$ cat src/rtl/rtc_pkg.sv
package rtc_pkg;
    localparam int RAM_WORDS  = 32;
    localparam int RAM_AW     = $clog2(RAM_WORDS);
    localparam int BYTE_W     = 8;
    localparam int FRAME_BITS = 2 * BYTE_W;
    localparam int PHASE_W    = $clog2(FRAME_BITS + 1);

    localparam logic [7:0] CODE_SEC   = 8'h20;
    localparam logic [7:0] CODE_MIN   = 8'h21;
    localparam logic [7:0] CODE_HOUR  = 8'h22;
    localparam logic [7:0] CODE_DAY   = 8'h24;
    localparam logic [7:0] CODE_MON   = 8'h25;
    localparam logic [7:0] CODE_YEAR  = 8'h26;
    localparam logic [7:0] CODE_STAT  = 8'h30;
    localparam logic [7:0] CODE_CTRL  = 8'h31;
    localparam logic [7:0] CODE_CLR   = 8'hB1;
    localparam logic [7:0] CODE_WBASE = 8'h80;

    localparam int         CLR_KEY_BIT  = 2;
    localparam int         STAT_PWR_BIT = 3;
    localparam logic [7:0] STAT_CLR_MSK = 8'h18;

    typedef struct packed {
        logic [7:0] yr;
        logic [7:0] mon;
        logic [7:0] day;
        logic [7:0] hr;
        logic [7:0] min;
        logic [7:0] sec;
    } rtc_time_t;

    function automatic logic [7:0] bcd_inc(input logic [7:0] v);
        if (v[3:0] == 4'd9) return {v[7:4] + 4'd1, 4'd0};
        return v + 8'd1;
    endfunction

    function automatic logic is_leap(input logic [7:0] yr);
        if (!yr[4]) return (yr[3:0] == 4'd0) || (yr[3:0] == 4'd4) || (yr[3:0] == 4'd8);
        return (yr[3:0] == 4'd2) || (yr[3:0] == 4'd6);
    endfunction

    function automatic logic [7:0] last_day(input logic [7:0] mon, input logic [7:0] yr);
        case (mon)
            8'h02:                      return is_leap(yr) ? 8'h29 : 8'h28;
            8'h04, 8'h06, 8'h09, 8'h11: return 8'h30;
            default:                    return 8'h31;
        endcase
    endfunction
endpackage

$ cat src/rtl/rtc_frame_rx.sv
module rtc_frame_rx
    import rtc_pkg::*;
(
    input  logic               clk,
    input  logic               rst_n,
    input  logic               sclk_i,
    input  logic               sdat_i,
    input  logic               en_i,
    output logic [PHASE_W-1:0] phase_o,
    output logic [BYTE_W-1:0]  cmd_o,
    output logic [BYTE_W-1:0]  dat_o,
    output logic               commit_o
);
    typedef struct packed {
        logic               sclk_prev;
        logic [PHASE_W-1:0] phase;
        logic [BYTE_W-1:0]  cmd;
        logic [BYTE_W-1:0]  dat;
        logic               commit;
    } rx_state_t;

    rx_state_t st_d, st_q;

    always_comb begin
        st_d           = st_q;
        st_d.sclk_prev = sclk_i;
        st_d.commit    = 1'b0;
        if (!en_i) begin
            st_d.phase = '0;
            st_d.cmd   = '0;
            st_d.dat   = '0;
        end else if (st_q.sclk_prev && !sclk_i && (st_q.phase < PHASE_W'(FRAME_BITS))) begin
            if (st_q.phase < PHASE_W'(BYTE_W)) st_d.cmd = {st_q.cmd[BYTE_W-2:0], sdat_i};
            else                               st_d.dat = {st_q.dat[BYTE_W-2:0], sdat_i};
            st_d.phase = st_q.phase + PHASE_W'(1);
            if (st_q.phase == PHASE_W'(FRAME_BITS - 1)) st_d.commit = 1'b1;
        end
    end

    always_ff @(posedge clk or negedge rst_n) begin
        if (!rst_n) st_q <= '0;
        else        st_q <= st_d;
    end

    assign phase_o  = st_q.phase;
    assign cmd_o    = st_q.cmd;
    assign dat_o    = st_q.dat;
    assign commit_o = st_q.commit;
endmodule

$ cat src/rtl/rtc_calendar.sv
module rtc_calendar
    import rtc_pkg::*;
#(
    parameter logic [7:0] INIT_SEC  = 8'h00,
    parameter logic [7:0] INIT_MIN  = 8'h00,
    parameter logic [7:0] INIT_HOUR = 8'h00,
    parameter logic [7:0] INIT_DAY  = 8'h01,
    parameter logic [7:0] INIT_MON  = 8'h01,
    parameter logic [7:0] INIT_YEAR = 8'h00
) (
    input  logic      clk,
    input  logic      rst_n,
    input  logic      tick_i,
    output rtc_time_t time_o
);
    localparam rtc_time_t TIME_RST = '{yr: INIT_YEAR, mon: INIT_MON, day: INIT_DAY,
                                       hr: INIT_HOUR, min: INIT_MIN, sec: INIT_SEC};

    rtc_time_t tm_d, tm_q;

    always_comb begin
        tm_d = tm_q;
        if (tick_i) begin
            if (tm_q.sec != 8'h59) begin
                tm_d.sec = bcd_inc(tm_q.sec);
            end else begin
                tm_d.sec = 8'h00;
                if (tm_q.min != 8'h59) begin
                    tm_d.min = bcd_inc(tm_q.min);
                end else begin
                    tm_d.min = 8'h00;
                    if (tm_q.hr != 8'h23) begin
                        tm_d.hr = bcd_inc(tm_q.hr);
                    end else begin
                        tm_d.hr = 8'h00;
                        if (tm_q.day != last_day(tm_q.mon, tm_q.yr)) begin
                            tm_d.day = bcd_inc(tm_q.day);
                        end else begin
                            tm_d.day = 8'h01;
                            if (tm_q.mon != 8'h12) begin
                                tm_d.mon = bcd_inc(tm_q.mon);
                            end else begin
                                tm_d.mon = 8'h01;
                                tm_d.yr  = (tm_q.yr == 8'h99) ? 8'h00 : bcd_inc(tm_q.yr);
                            end
                        end
                    end
                end
            end
        end
    end

    always_ff @(posedge clk or negedge rst_n) begin
        if (!rst_n) tm_q <= TIME_RST;
        else        tm_q <= tm_d;
    end

    assign time_o = tm_q;
endmodule

$ cat src/rtl/rtc_regfile.sv
module rtc_regfile
    import rtc_pkg::*;
#(
    parameter logic [7:0] STATUS_INIT = 8'h90,
    parameter logic [7:0] CTRL_INIT   = 8'h00
) (
    input  logic              clk,
    input  logic              rst_n,
    input  logic [BYTE_W-1:0] cmd_i,
    input  logic [BYTE_W-1:0] dat_i,
    input  logic              commit_i,
    input  logic              pwr_event_i,
    input  rtc_time_t         time_i,
    output logic [BYTE_W-1:0] rd_byte_o,
    output logic              irq_o
);
    typedef struct packed {
        logic [RAM_WORDS-1:0][BYTE_W-1:0] ram;
        logic [BYTE_W-1:0]                status;
        logic                             irq;
    } reg_state_t;

    localparam reg_state_t REG_RST = '{ram: '0, status: STATUS_INIT, irq: 1'b0};

    reg_state_t rf_d, rf_q;
    logic       is_ram_wr, is_ram_rd;

    assign is_ram_wr = (cmd_i[BYTE_W-1:RAM_AW] == CODE_WBASE[BYTE_W-1:RAM_AW]);
    assign is_ram_rd = (cmd_i[BYTE_W-1:RAM_AW] == '0);

    always_comb begin
        rf_d = rf_q;
        if (commit_i) begin
            if (is_ram_wr) rf_d.ram[cmd_i[RAM_AW-1:0]] = dat_i;
            if ((cmd_i == CODE_CLR) && dat_i[CLR_KEY_BIT]) begin
                rf_d.status = rf_q.status & ~STAT_CLR_MSK;
                rf_d.irq    = 1'b0;
            end
        end
        if (pwr_event_i) begin
            rf_d.status[STAT_PWR_BIT] = 1'b1;
            rf_d.irq                  = 1'b1;
        end
    end

    always_comb begin
        if (is_ram_rd) begin
            rd_byte_o = rf_q.ram[cmd_i[RAM_AW-1:0]];
        end else begin
            case (cmd_i)
                CODE_SEC:  rd_byte_o = time_i.sec;
                CODE_MIN:  rd_byte_o = time_i.min;
                CODE_HOUR: rd_byte_o = time_i.hr;
                CODE_DAY:  rd_byte_o = time_i.day;
                CODE_MON:  rd_byte_o = time_i.mon;
                CODE_YEAR: rd_byte_o = time_i.yr;
                CODE_STAT: rd_byte_o = rf_q.status;
                CODE_CTRL: rd_byte_o = CTRL_INIT;
                default:   rd_byte_o = '0;
            endcase
        end
    end

    always_ff @(posedge clk or negedge rst_n) begin
        if (!rst_n) rf_q <= REG_RST;
        else        rf_q <= rf_d;
    end

    assign irq_o = rf_q.irq;
endmodule

$ cat src/rtl/rtc_serial_slave.sv
module rtc_serial_slave
    import rtc_pkg::*;
#(
    parameter logic [7:0] INIT_SEC    = 8'h00,
    parameter logic [7:0] INIT_MIN    = 8'h00,
    parameter logic [7:0] INIT_HOUR   = 8'h00,
    parameter logic [7:0] INIT_DAY    = 8'h01,
    parameter logic [7:0] INIT_MON    = 8'h01,
    parameter logic [7:0] INIT_YEAR   = 8'h00,
    parameter logic [7:0] STATUS_INIT = 8'h90,
    parameter logic [7:0] CTRL_INIT   = 8'h00
) (
    input  logic clk,
    input  logic rst_n,
    input  logic ser_clk_i,
    input  logic ser_data_i,
    input  logic ser_en_i,
    input  logic sec_tick_i,
    input  logic pwr_event_i,
    output logic ser_data_o,
    output logic ser_data_oe,
    output logic pwr_irq_o
);
    logic [PHASE_W-1:0] phase;
    logic [BYTE_W-1:0]  cmd;
    logic [BYTE_W-1:0]  dat;
    logic               commit;
    logic [BYTE_W-1:0]  rd_byte;
    rtc_time_t          now;

    rtc_frame_rx u_rx (
        .clk      (clk),
        .rst_n    (rst_n),
        .sclk_i   (ser_clk_i),
        .sdat_i   (ser_data_i),
        .en_i     (ser_en_i),
        .phase_o  (phase),
        .cmd_o    (cmd),
        .dat_o    (dat),
        .commit_o (commit)
    );

    rtc_calendar #(
        .INIT_SEC (INIT_SEC),  .INIT_MIN (INIT_MIN),  .INIT_HOUR (INIT_HOUR),
        .INIT_DAY (INIT_DAY),  .INIT_MON (INIT_MON),  .INIT_YEAR (INIT_YEAR)
    ) u_cal (
        .clk    (clk),
        .rst_n  (rst_n),
        .tick_i (sec_tick_i),
        .time_o (now)
    );

    rtc_regfile #(
        .STATUS_INIT (STATUS_INIT),
        .CTRL_INIT   (CTRL_INIT)
    ) u_rf (
        .clk         (clk),
        .rst_n       (rst_n),
        .cmd_i       (cmd),
        .dat_i       (dat),
        .commit_i    (commit),
        .pwr_event_i (pwr_event_i),
        .time_i      (now),
        .rd_byte_o   (rd_byte),
        .irq_o       (pwr_irq_o)
    );

    // Read window: bit counts 8..15, MSB first.
    logic [2:0] bit_sel;
    assign bit_sel     = ~phase[2:0];
    assign ser_data_oe = ser_en_i && (phase >= PHASE_W'(BYTE_W)) && (phase < PHASE_W'(FRAME_BITS));
    assign ser_data_o  = ser_data_oe ? rd_byte[bit_sel] : 1'b0;
endmodule

$ cat config.mk
export PLATFORM = sky130hd
export DESIGN_NAME = rtc_serial_slave
export DESIGN_NICKNAME = d
export VERILOG_FILES = /design/src/rtl/rtc_pkg.sv /design/src/rtl/rtc_frame_rx.sv /design/src/rtl/rtc_calendar.sv /design/src/rtl/rtc_regfile.sv /design/src/rtl/rtc_serial_slave.sv
export SDC_FILE = /design/constraint.sdc
export NUM_CORES = 1
export LEC_CHECK = 0
export ABC_AREA = 1
export BUFFER_PORTS_ARGS = -buffer_cell sky130_fd_sc_hd__buf_2
export CAP_MARGIN = 0
export CELL_PAD_IN_SITES_DETAIL_PLACEMENT = 1
export CELL_PAD_IN_SITES_GLOBAL_PLACEMENT = 2
export CORE_AREA = 2 2 206 208
export CTS_BUF_LIST = sky130_fd_sc_hd__clkbuf_8
export CTS_CLUSTER_SIZE = 16
export DETAILED_ROUTE_END_ITERATION = 12
export DIE_AREA = 0 0 208 210
export PLACE_DENSITY_LB_ADDON = 0.05
export SLEW_MARGIN = 20
export SYNTH_ARGS = -nofsm -noshare
export SYNTH_HDL_FRONTEND = slang
export SYNTH_SLANG_ARGS = --single-unit
$ cat constraint.sdc
create_clock -name clk -period 3.1 [get_ports clk]
set_input_delay 0.93 -clock clk [delete_from_list [all_inputs] [get_ports clk]]
set_output_delay 0.93 -clock clk [all_outputs]
set_load 0.005 [all_outputs]
After elaboration in Yosys (flattened, before gate mapping)
Cells that the tools add are included.
- output and inout bits: 3
- bits in registers: 330
- bits of input ports: 7
- word-level logic and storage cells: 219
- equal/unequal tests: 34
- muxes and demuxes: 89
- add/subtract/negate cells: 13
- reduce and logical (&&, ||, !) cells: 25
- order comparisons: 6
- bitwise logic cells: 6
- operators with widths (cell ; count):
    bitwise mux 256 bit ; 1
    2-to-1 mux 8 bit ; 27
    equality test 8 x 6 -> 1 bit, second input constant ; 7
    one-hot mux 8 bit (7 select lines) ; 1
    2-to-1 mux 1 bit ; 52
    adder 8 x 1 -> 8 bit, second input constant ; 6
    binary-select mux 8 bit (select 5 bit) ; 1
    demux 8 bit (select 5 bit) ; 1
    equality test 4 bit, second input constant ; 7
    adder 4 x 1 -> 4 bit, second input constant ; 6
    2-to-1 mux 22 bit ; 1
    2-to-1 mux 21 bit ; 1
    equality test 8 x 3 -> 1 bit, second input constant ; 2
    equality test 8 bit, second input constant ; 2
    inequality test 8 x 7 -> 1 bit, second input constant ; 2
    one-hot mux 8 bit (2 select lines) ; 1
    AND reduction 2 bit ; 6
    2-to-1 mux 5 bit ; 2
    equality test 4 x 3 -> 1 bit, second input constant ; 2
    equality test 8 x 2 -> 1 bit, second input constant ; 1
    equality test 8 x 4 -> 1 bit, second input constant ; 1
    equality test 8 x 5 -> 1 bit, second input constant ; 1
    inequality test 8 x 5 -> 1 bit, second input constant ; 1
    inequality test 8 x 6 -> 1 bit, second input constant ; 1
    27 further kinds ; 40

Logic depth before layout (Yosys ltp)
Gate-level depths: netlist of run 1.
- word-level depth: 26
- gate-level depth with buffers: 18
- mapped depth without buffers: 16

Hierarchy
Synthesis of run 1 repeated with hierarchy kept, for this count alone.
- cells, all modules: 2238
- area, all modules: 17769.5 sq um
- by module, submodules not included (module ; seq. area each (sq um) ; instances ; area an instance (sq um) ; cells an instance):
    rtc_regfile ; 6457.4 ; 1 ; 13180.1 ; 1647
    rtc_calendar ; 1203.7 ; 1 ; 3275.6 ; 431
    rtc_frame_rx ; 575.6 ; 1 ; 1182.4 ; 131
    rtc_serial_slave ; 0.0 ; 1 ; 131.4 ; 29

Worst setup path before layout of run 1
OpenSTA, ideal clock, no wires.
- path type: register -> output
- start: register u_rx.st_q, in the netlist u_rx.cmd_o[3]
- end: output port ser_data_o
- arrival: 1.753 ns
- data required time: 2.170 ns
- cell stages (with the launch flop): 16
- buffers on the path: 2
- slack: 0.417 ns
- cells stage by stage: dfrtp_1 > buf_2 > inv_2 > nand2_1 > buf_2 > nor2_1 > nand2_1 > o21ai_0 > inv_1 > nand3_1 > nor2_1 > nor2_1 > nand2_1 > nand2_1 > nand3_1 > a21oi_1
- longest elaborated chain between the ends: 6
- elaborated cells between the ends (all ways): 14
- classes of those cells: eq/ne: 7; mux: 7
- ends and longest elaborated chain (element ; line ; source):
    start, declared ; rtc_frame_rx.sv:22 ; rx_state_t st_d, st_q;
    start signal, assigned ; rtc_frame_rx.sv:42 ; else st_q <= st_d;
    binary-select mux 8 bit (select 5 bit) or equality test 8 x 6 -> 1 bit (tied branches) ; rtc_regfile.sv:48, rtc_regfile.sv:50 ;
    2-to-1 mux 8 bit (implied by the code) or one-hot mux 8 bit (7 select lines) (tied branches) ; rtc_regfile.sv:48, rtc_regfile.sv:50 ;
    2-to-1 mux 8 bit (*) ; rtc_regfile.sv:47 ; if (is_ram_rd) begin
    binary-select mux 1 bit (select 3 bit) (*) ; rtc_serial_slave.sv:72 ; assign ser_data_o = ser_data_oe ? rd_byte[bit_sel] : 1'b0;
    2-to-1 mux 1 bit (implied by the code) (*) ; rtc_serial_slave.sv:72 ;
    2-to-1 mux 1 bit (*) ; rtc_serial_slave.sv:72 ;
    end, declared ; rtc_serial_slave.sv:20 ; output logic ser_data_o,
Every way passes the cells marked *; elsewhere a longest branch is shown, timed or not. The select of a mux whose other input is x is not followed.

Final worst setup path of run 1
- start: register u_rx.st_q, in the netlist u_rx.cmd_o[1]
- end: output port ser_data_o
The elaborated chain is that of the path after synthesis.

==> run summary, run 1 <==
status: complete, but fails checks
failing checks: setup timing
Design Power: 9.38 mW
Top delay family on crit path: simple AND/OR/NAND/NOR gates
syn avg cell area: 7.62 µm²
Overall Global Routing Usage: 0.271
post-route setup slack: -0.793 ns
CP required: 2.17 ns
vias in the first global route: 15600
post-layout util: 0.470
Clock Tree Root: clkbuf_8
Worst path max stage delay: 0.48 ns
Worst Hold Slack: 0.260 ns
asr flop ratio synth: 1.00
Max transition margin: 0.493
R2R cell count: 7
dpl hpwl: 39400 µm
Most used DFF post-synth: dfrtp_1
Seq cells post-synth: 329
# rows: 75
TritonRoute pass-1 iters: 5
maximum clock path buffer count: 3
worst setup path startpoint: u_rx.cmd_o[1]$_DFFE_PN0P_
die width: 208 µm
Final setup viols: 1
Residual DRC: 0
share of layout cells above drive strength 1: 0.136
final worst-path cycle share: 1.26
leakage power: 9.28 nW
core area: 41500 µm²
Hold Path Class: input pin to async pin
maximum vdd drop: 301 µV
largest net degree at the start of global routing: 77
post-layout minimum cycle time: 3.89 ns
Critical Path Fanout Max: 12
Hold Vio Cnt, Final: 0
pwr dens: 481 nW/µm²
final cell count without fillers: 2834
Worst-path clk slew: 0.06 ns
cells after synthesis: 2146
worst reg2reg path endpoint: u_rf.rf_q[177]$_DFFE_PN0P_
post-synthesis cell type count: 49
critical path class: register to output port
CTS H-tree depth: 2
initial core utilization: 0.394
crit start category: register
DP Cell Count: 2706
buffers plus inverters on the worst setup path: 4
first-pass GRT wire length: 92100 µm
P&R area growth vs syn: 19.3%
Sink Count: 329
fin. max-slew vios: 0
syn nets: 2175
pin slew with the least headroom to its limit: 0.761 ns
die height: 210 µm
number of flops mapped to enable cells by yosys: 0
Clock Latency Late Sink: 0.70 ns
cts hold-fix bufs: 0
final RePlAce weighted congestion: 0.862
Seq/Total Area, Yosys: 0.504
Overflow after GRT: 0
Max Cap Viol: 0
cts bufs inserted: 61
Initial DRC Count: 926
Synthesis Warnings: 0
Final Skew: 0.0445 ns
Via-to-Cell Ratio: 5.21
Worst setup EP type: output port
Top-Level Pins: 10
port bufs: 9
Final TNS setup: -0.793 ns
RSZ-0062 raised after global routing: yes
worst endpoint data arrival time: 2.96 ns
critical path's slowest cell: dfrtp_2
per-cell routed wire length: 20.5 µm
final wirelength: 58100 µm
Synth Cell Area: 16300 µm²
TritonCTS clock tree: yes
initial antenna violation count: 1
Critical R2R Launch: u_rx.cmd_o[0]$_DFFE_PN0P_
worst reg2reg setup slack: 0.48 ns
Fmax achieved: 0.257 GHz
CP Cell Sequence: nand2_4 -> buf_6 -> buf_12 -> o22ai_1 -> o21ai_2 -> buf_4 -> nand3_2 -> nand3_1 -> nand3_1 -> nand2_1 -> nand3_2 -> a21oi_4 -> buf_2
via count: 14800
die footprint: 43700 µm²
Final nets: 2273
post-route ant nets: 0
==> where the power goes <==
part           total (mW)  internal, mW  switching (mW)
clock                4.27          2.30            1.97
sequential           4.44          4.36          0.0810
combinational       0.672         0.238           0.434
==> worst max-delay path by stage <==
stage / slack, ns / cells past startpoint / end
floorplan: 0.42 / 15 / ser_data_o
global placement: -0.42 / 13 / ser_data_o
detailed placement: -0.48 / 13 / ser_data_o
CTS: -0.81 / 14 / ser_data_o
global route: -0.95 / 17 / ser_data_o
finish: -0.79 / 13 / ser_data_o
==> sequential cells by signal, indices dropped and copies added (netlist names) <==
register / cells
u_rf.rf_q: 258
u_cal.time_o: 48
u_rx.cmd_o: 8
u_rx.dat_o: 8
u_rx.phase_o: 5
u_rx.commit_o: 1
u_rx.st_q: 1
==> synthesized netlist by cell type (2+ instances only) <==
master      n  area (µm²)
a31oi_1     3        18.8
or2_2       3        18.8
nand2_1   579        2170
nor3b_1     2        15.0
nand2_4     2        22.5
buf_1       6        22.5
xor2_1     15         131
o31ai_1     4        30.0
dfrtp_1   326        8160
ha_1       22         275
inv_2       5        18.8
buf_4       3        22.5
a21oi_1    37         185
buf_2      19        95.1
a211oi_1    2        15.0
nor2_2      7        43.8
nand2_2     4        25.0
o22ai_1    24         150
clkbuf_1   68         255
o21ai_1     3        15.0
nor3_1     20         100
o211ai_1    2        15.0
nor2_1    339        1270
nand4_1    17         106
o21ai_0   326        1630
nor3_4      2        32.5
inv_1     179         672
inv_4       2        12.5
nor2_4      4        45.0
nor4_1      4        25.0
nand3_2     5        50.1
dfstp_2     3        78.8
nand3_1    93         465
==> through the flow <==
step | setup slack, ns | area (µm²)
global placement | -0.421 | 17700
detailed placement | -0.478 | 17700
floorplan | 0.417 | 16300
global route | -0.951 | 19500
finish | -0.793 | 19500
CTS | -0.806 | 19400
==> area by class of cell <==
| class | count | area (µm²) |
|---|---|---|
| Inverter | 187 | 718 |
| Antenna cell | 1 | 2.50 |
| Timing Repair Buffer | 131 | 1390 |
| Sequential cell | 329 | 8240 |
| Clock buffer | 80 | 1100 |
| Timing Repair inverter | 1 | 5.00 |
| Clock inverter | 33 | 148 |
| Fill cell | 5104 | 22000 |
| Tap cell | 539 | 674 |
| Multi-Input combinational cell | 1533 | 7220 |
==> worst register-to-register path, delay by kind of cell, from the launching register on <==
| kind | cells | cell delay [ns] |
|---|---|---|
| compound gates | 1 | 0.34 |
| simple gates | 3 | 1.25 |
| flops | 1 | 0.45 |
| buf+inv | 3 | 0.48 |
==> cells in the final DEF, fill, tap and decap left out, drive strengths merged, types with 15 or more instances in the layout <==
cell and instances:
nor2 351, nand4 17, nand3 98, inv 209, nor3 23, o22ai 24, ha 22, dfrtp 326
clkbuf 80, o21ai 330, nand2 585, a21oi 38, xor2 15, buf 130
==> repair_timing <==
item / in CTS / in global routing
endpoints found under the setup margin: 1 / 1
pin swaps: 24 / 21
setup buffers: 7 / 0
gates cloned: 6 / 1
gates resized for setup: 63 / 28
==> routing by layer <==
layer,GRT usage,vias to the layer above,routed length (µm)
met5,0,-,0
met3,0.0477,91,2460
li1,-,7084,-
met1,0.373,7326,27400
met4,0.0831,0,1490
met2,0.440,275,26800
==> logic make-up (layout without fill, tap and decap cells) <==
group / Yosys count / after routing / synth area share
AND/OR/NAND/NOR: 1085 / 1085 / 0.272
AO/OA/AOI/OAI: 411 / 411 / 0.131
flip-flops: 329 / 329 / 0.504
buffers and inverters: 284 / 432 / 0.0681
adder cells (fa/ha/maj): 22 / 22 / 0.0168
XOR/XNOR: 15 / 15 / 0.00804
other: 0 / 1 / 0
Note: power is estimated with default switching activity, not from simulation.
==> run 2: changes to the inputs <==
--- a/config.mk
+++ b/config.mk
@@ -15,7 +15,7 @@
 export CTS_CLUSTER_SIZE = 16
 export DETAILED_ROUTE_END_ITERATION = 12
 export DIE_AREA = 0 0 208 210
-export PLACE_DENSITY_LB_ADDON = 0.05
+export PLACE_DENSITY = 0.8
 export SLEW_MARGIN = 20
 export SYNTH_ARGS = -nofsm -noshare
 export SYNTH_HDL_FRONTEND = slang
==> run 2 against run 1 <==
The flow still finishes with violations (setup timing). Cell area grew 0.20%. Flip-flop and latch count is the same. Clock skew down 0.023 ns. Cell count down 0.67%. Non-clock buffer count fell by 8. Critical path type unchanged. Hold slack worse by 0.0082 ns. Sequential power about the same. Routed wire length fell by 1.1%.
==> run summary, run 2 (same netlist as run 1, synthesis figures left out) <==
status: complete, but fails checks
failing checks: setup timing
per-cell routed wire length: 20.4 µm
cts bufs inserted: 59
initial core utilization: 0.394
post-layout minimum cycle time: 3.84 ns
Sink Count: 329
TritonRoute pass-1 iters: 5
CTS H-tree depth: 2
Critical Path Fanout Max: 14
Hold Path Class: input pin to async pin
port bufs: 9
Overall Global Routing Usage: 0.267
Residual DRC: 0
Worst-path clk slew: 0.06 ns
commonest non-fill, non-tap cell in the layout: nand2_1
Top delay family on crit path: simple AND/OR/NAND/NOR gates
Max transition margin: 0.335
die height: 210 µm
vias in the first global route: 15500
pin slew with the least headroom to its limit: 0.997 ns
Final TNS setup: -0.735 ns
leakage power: 9.25 nW
P&R area growth vs syn: 19.5%
TritonCTS clock tree: yes
Final Skew: 0.0218 ns
Final setup viols: 1
largest reg by FF count: u_rf.rf_q
buffers plus inverters on the worst setup path: 4
pwr dens: 470 nW/µm²
CP required: 2.17 ns
# rows: 75
max FFs per register: 258
Hold Vio Cnt, Final: 0
critical path's most frequent cell: nand3_2
multi-input combinational cell area: 7370 µm²
Clock Latency Late Sink: 0.67 ns
CP Cell Sequence: buf_12 -> nand2_8 -> buf_8 -> buf_12 -> nor2_1 -> nor3_2 -> nand2_1 -> nand3_1 -> nand2_1 -> nand3_2 -> nand3_2 -> nand3_2 -> nand3_2 -> a21oi_2 -> buf_2
Worst path max stage delay: 0.47 ns
crit start category: register
die footprint: 43700 µm²
via count: 14800
Worst setup EP type: output port
share of layout cells above drive strength 1: 0.147
Design Power: 9.18 mW
critical path class: register to output port
final wirelength: 57500 µm
Overflow after GRT: 0
post-route setup slack: -0.735 ns
fin. max-slew vios: 0
post-route ant nets: 0
initial antenna violation count: 4
die width: 208 µm
critical path's slowest cell: dfrtp_2
worst endpoint data arrival time: 2.91 ns
dpl hpwl: 39200 µm
RSZ-0062 raised after global routing: yes
Max Cap Viol: 0
Top-Level Pins: 10
core area: 41500 µm²
maximum clock path buffer count: 3
cts hold-fix bufs: 0
first-pass GRT wire length: 90600 µm
register area: 8240 µm²
Fmax achieved: 0.261 GHz
largest net degree at the start of global routing: 71
final RePlAce weighted congestion: 0.851
final worst-path cycle share: 1.24
Via-to-Cell Ratio: 5.27
fillers: 5004
Clock Tree Root: clkbuf_8
maximum vdd drop: 356 µV
Initial DRC Count: 957
Final nets: 2262
most frequent cells in the layout: nand2_1, dfrtp_1, o21ai_0
-- run 2: cell count changes in the layout (fill, tap and decap cells not counted), moves of 15 or more --
| cell | previous run | this run |
|---|---|---|
| buf_4 | 83 | 68 |
| nand2_2 | 15 | 30 |
| nor2_2 | 13 | 28 |
| nor2_1 | 331 | 313 |
| nand2_1 | 562 | 547 |
-- run 2: path summary, 6_finish.rpt --
kind                                                endpoint  cells after the start                   startpoint  slack (ns)
worst min register to register      u_rf.rf_q[5]$_DFFE_PN1P_                      2     u_rf.rf_q[5]$_DFFE_PN1P_        0.45
min in group clk                     u_rx.st_q[22]$_DFF_PN0_                      1                    ser_clk_i        0.43
worst max register to register  u_cal.time_o[42]$_DFFE_PN0P_                     13  u_cal.time_o[9]$_DFFE_PN0P_        0.39
max in group asynchronous          u_rf.rf_q[72]$_DFFE_PN0P_                      2                        rst_n        1.99
worst min-delay path               u_rf.rf_q[86]$_DFFE_PN0P_                      1                        rst_n        0.25
worst max-delay path                              ser_data_o                     15    u_rx.cmd_o[0]$_DFFE_PN0P_       -0.74
-- run 2: what timing repair did --
| action | in CTS | in global routing |
|---|---|---|
| endpoints found under the setup margin | 1 | 1 |
| gates resized for setup | 117 | 45 |
| buffers inserted | 10 | 8 |
| pin swaps | 58 | 30 |
| cloned | 3 | 2 |
-- run 2: area by class of cell --
cell class                 count  area share
sequential                   329       0.422
multi-input combinational   1533       0.377
timing repair buffer         123      0.0709
clock buffer                  72      0.0507
inverter                     187      0.0368
tap                          539      0.0345
clock inverter                31     0.00794
antenna                        1    0.000128
-- run 2: per-layer routing --
metal | part of all wire | vias to the layer above | wire [µm] | GRT usage
met5 | 0.00019 | - | 11 | 0
met4 | 0.032 | 2 | 1850 | 0.101
met3 | 0.040 | 118 | 2310 | 0.0384
met2 | 0.46 | 263 | 26300 | 0.426
met1 | 0.47 | 7399 | 27000 | 0.371
li1 | - | 7061 | - | -
-- run 2: through the flow --
stage	cells	hold WS [ns]	setup slack, ns	util	instance area [µm²]
final	2815	0.252	-0.735	0.471	19500
after global placement	2694	0.435	-0.231	0.425	17600
after floorplan	2146	0.424	0.417	-	16300
after global routing	2815	0.288	-0.865	0.471	19500
after detailed placement	2694	0.446	-0.238	0.425	17600
after CTS	2804	0.265	-0.713	0.465	19300
-- run 2: report_power, final --
part / switching (mW) / internal, mW
logic: 0.437 / 0.231
registers: 0.0843 / 4.36
clock network: 1.91 / 2.16
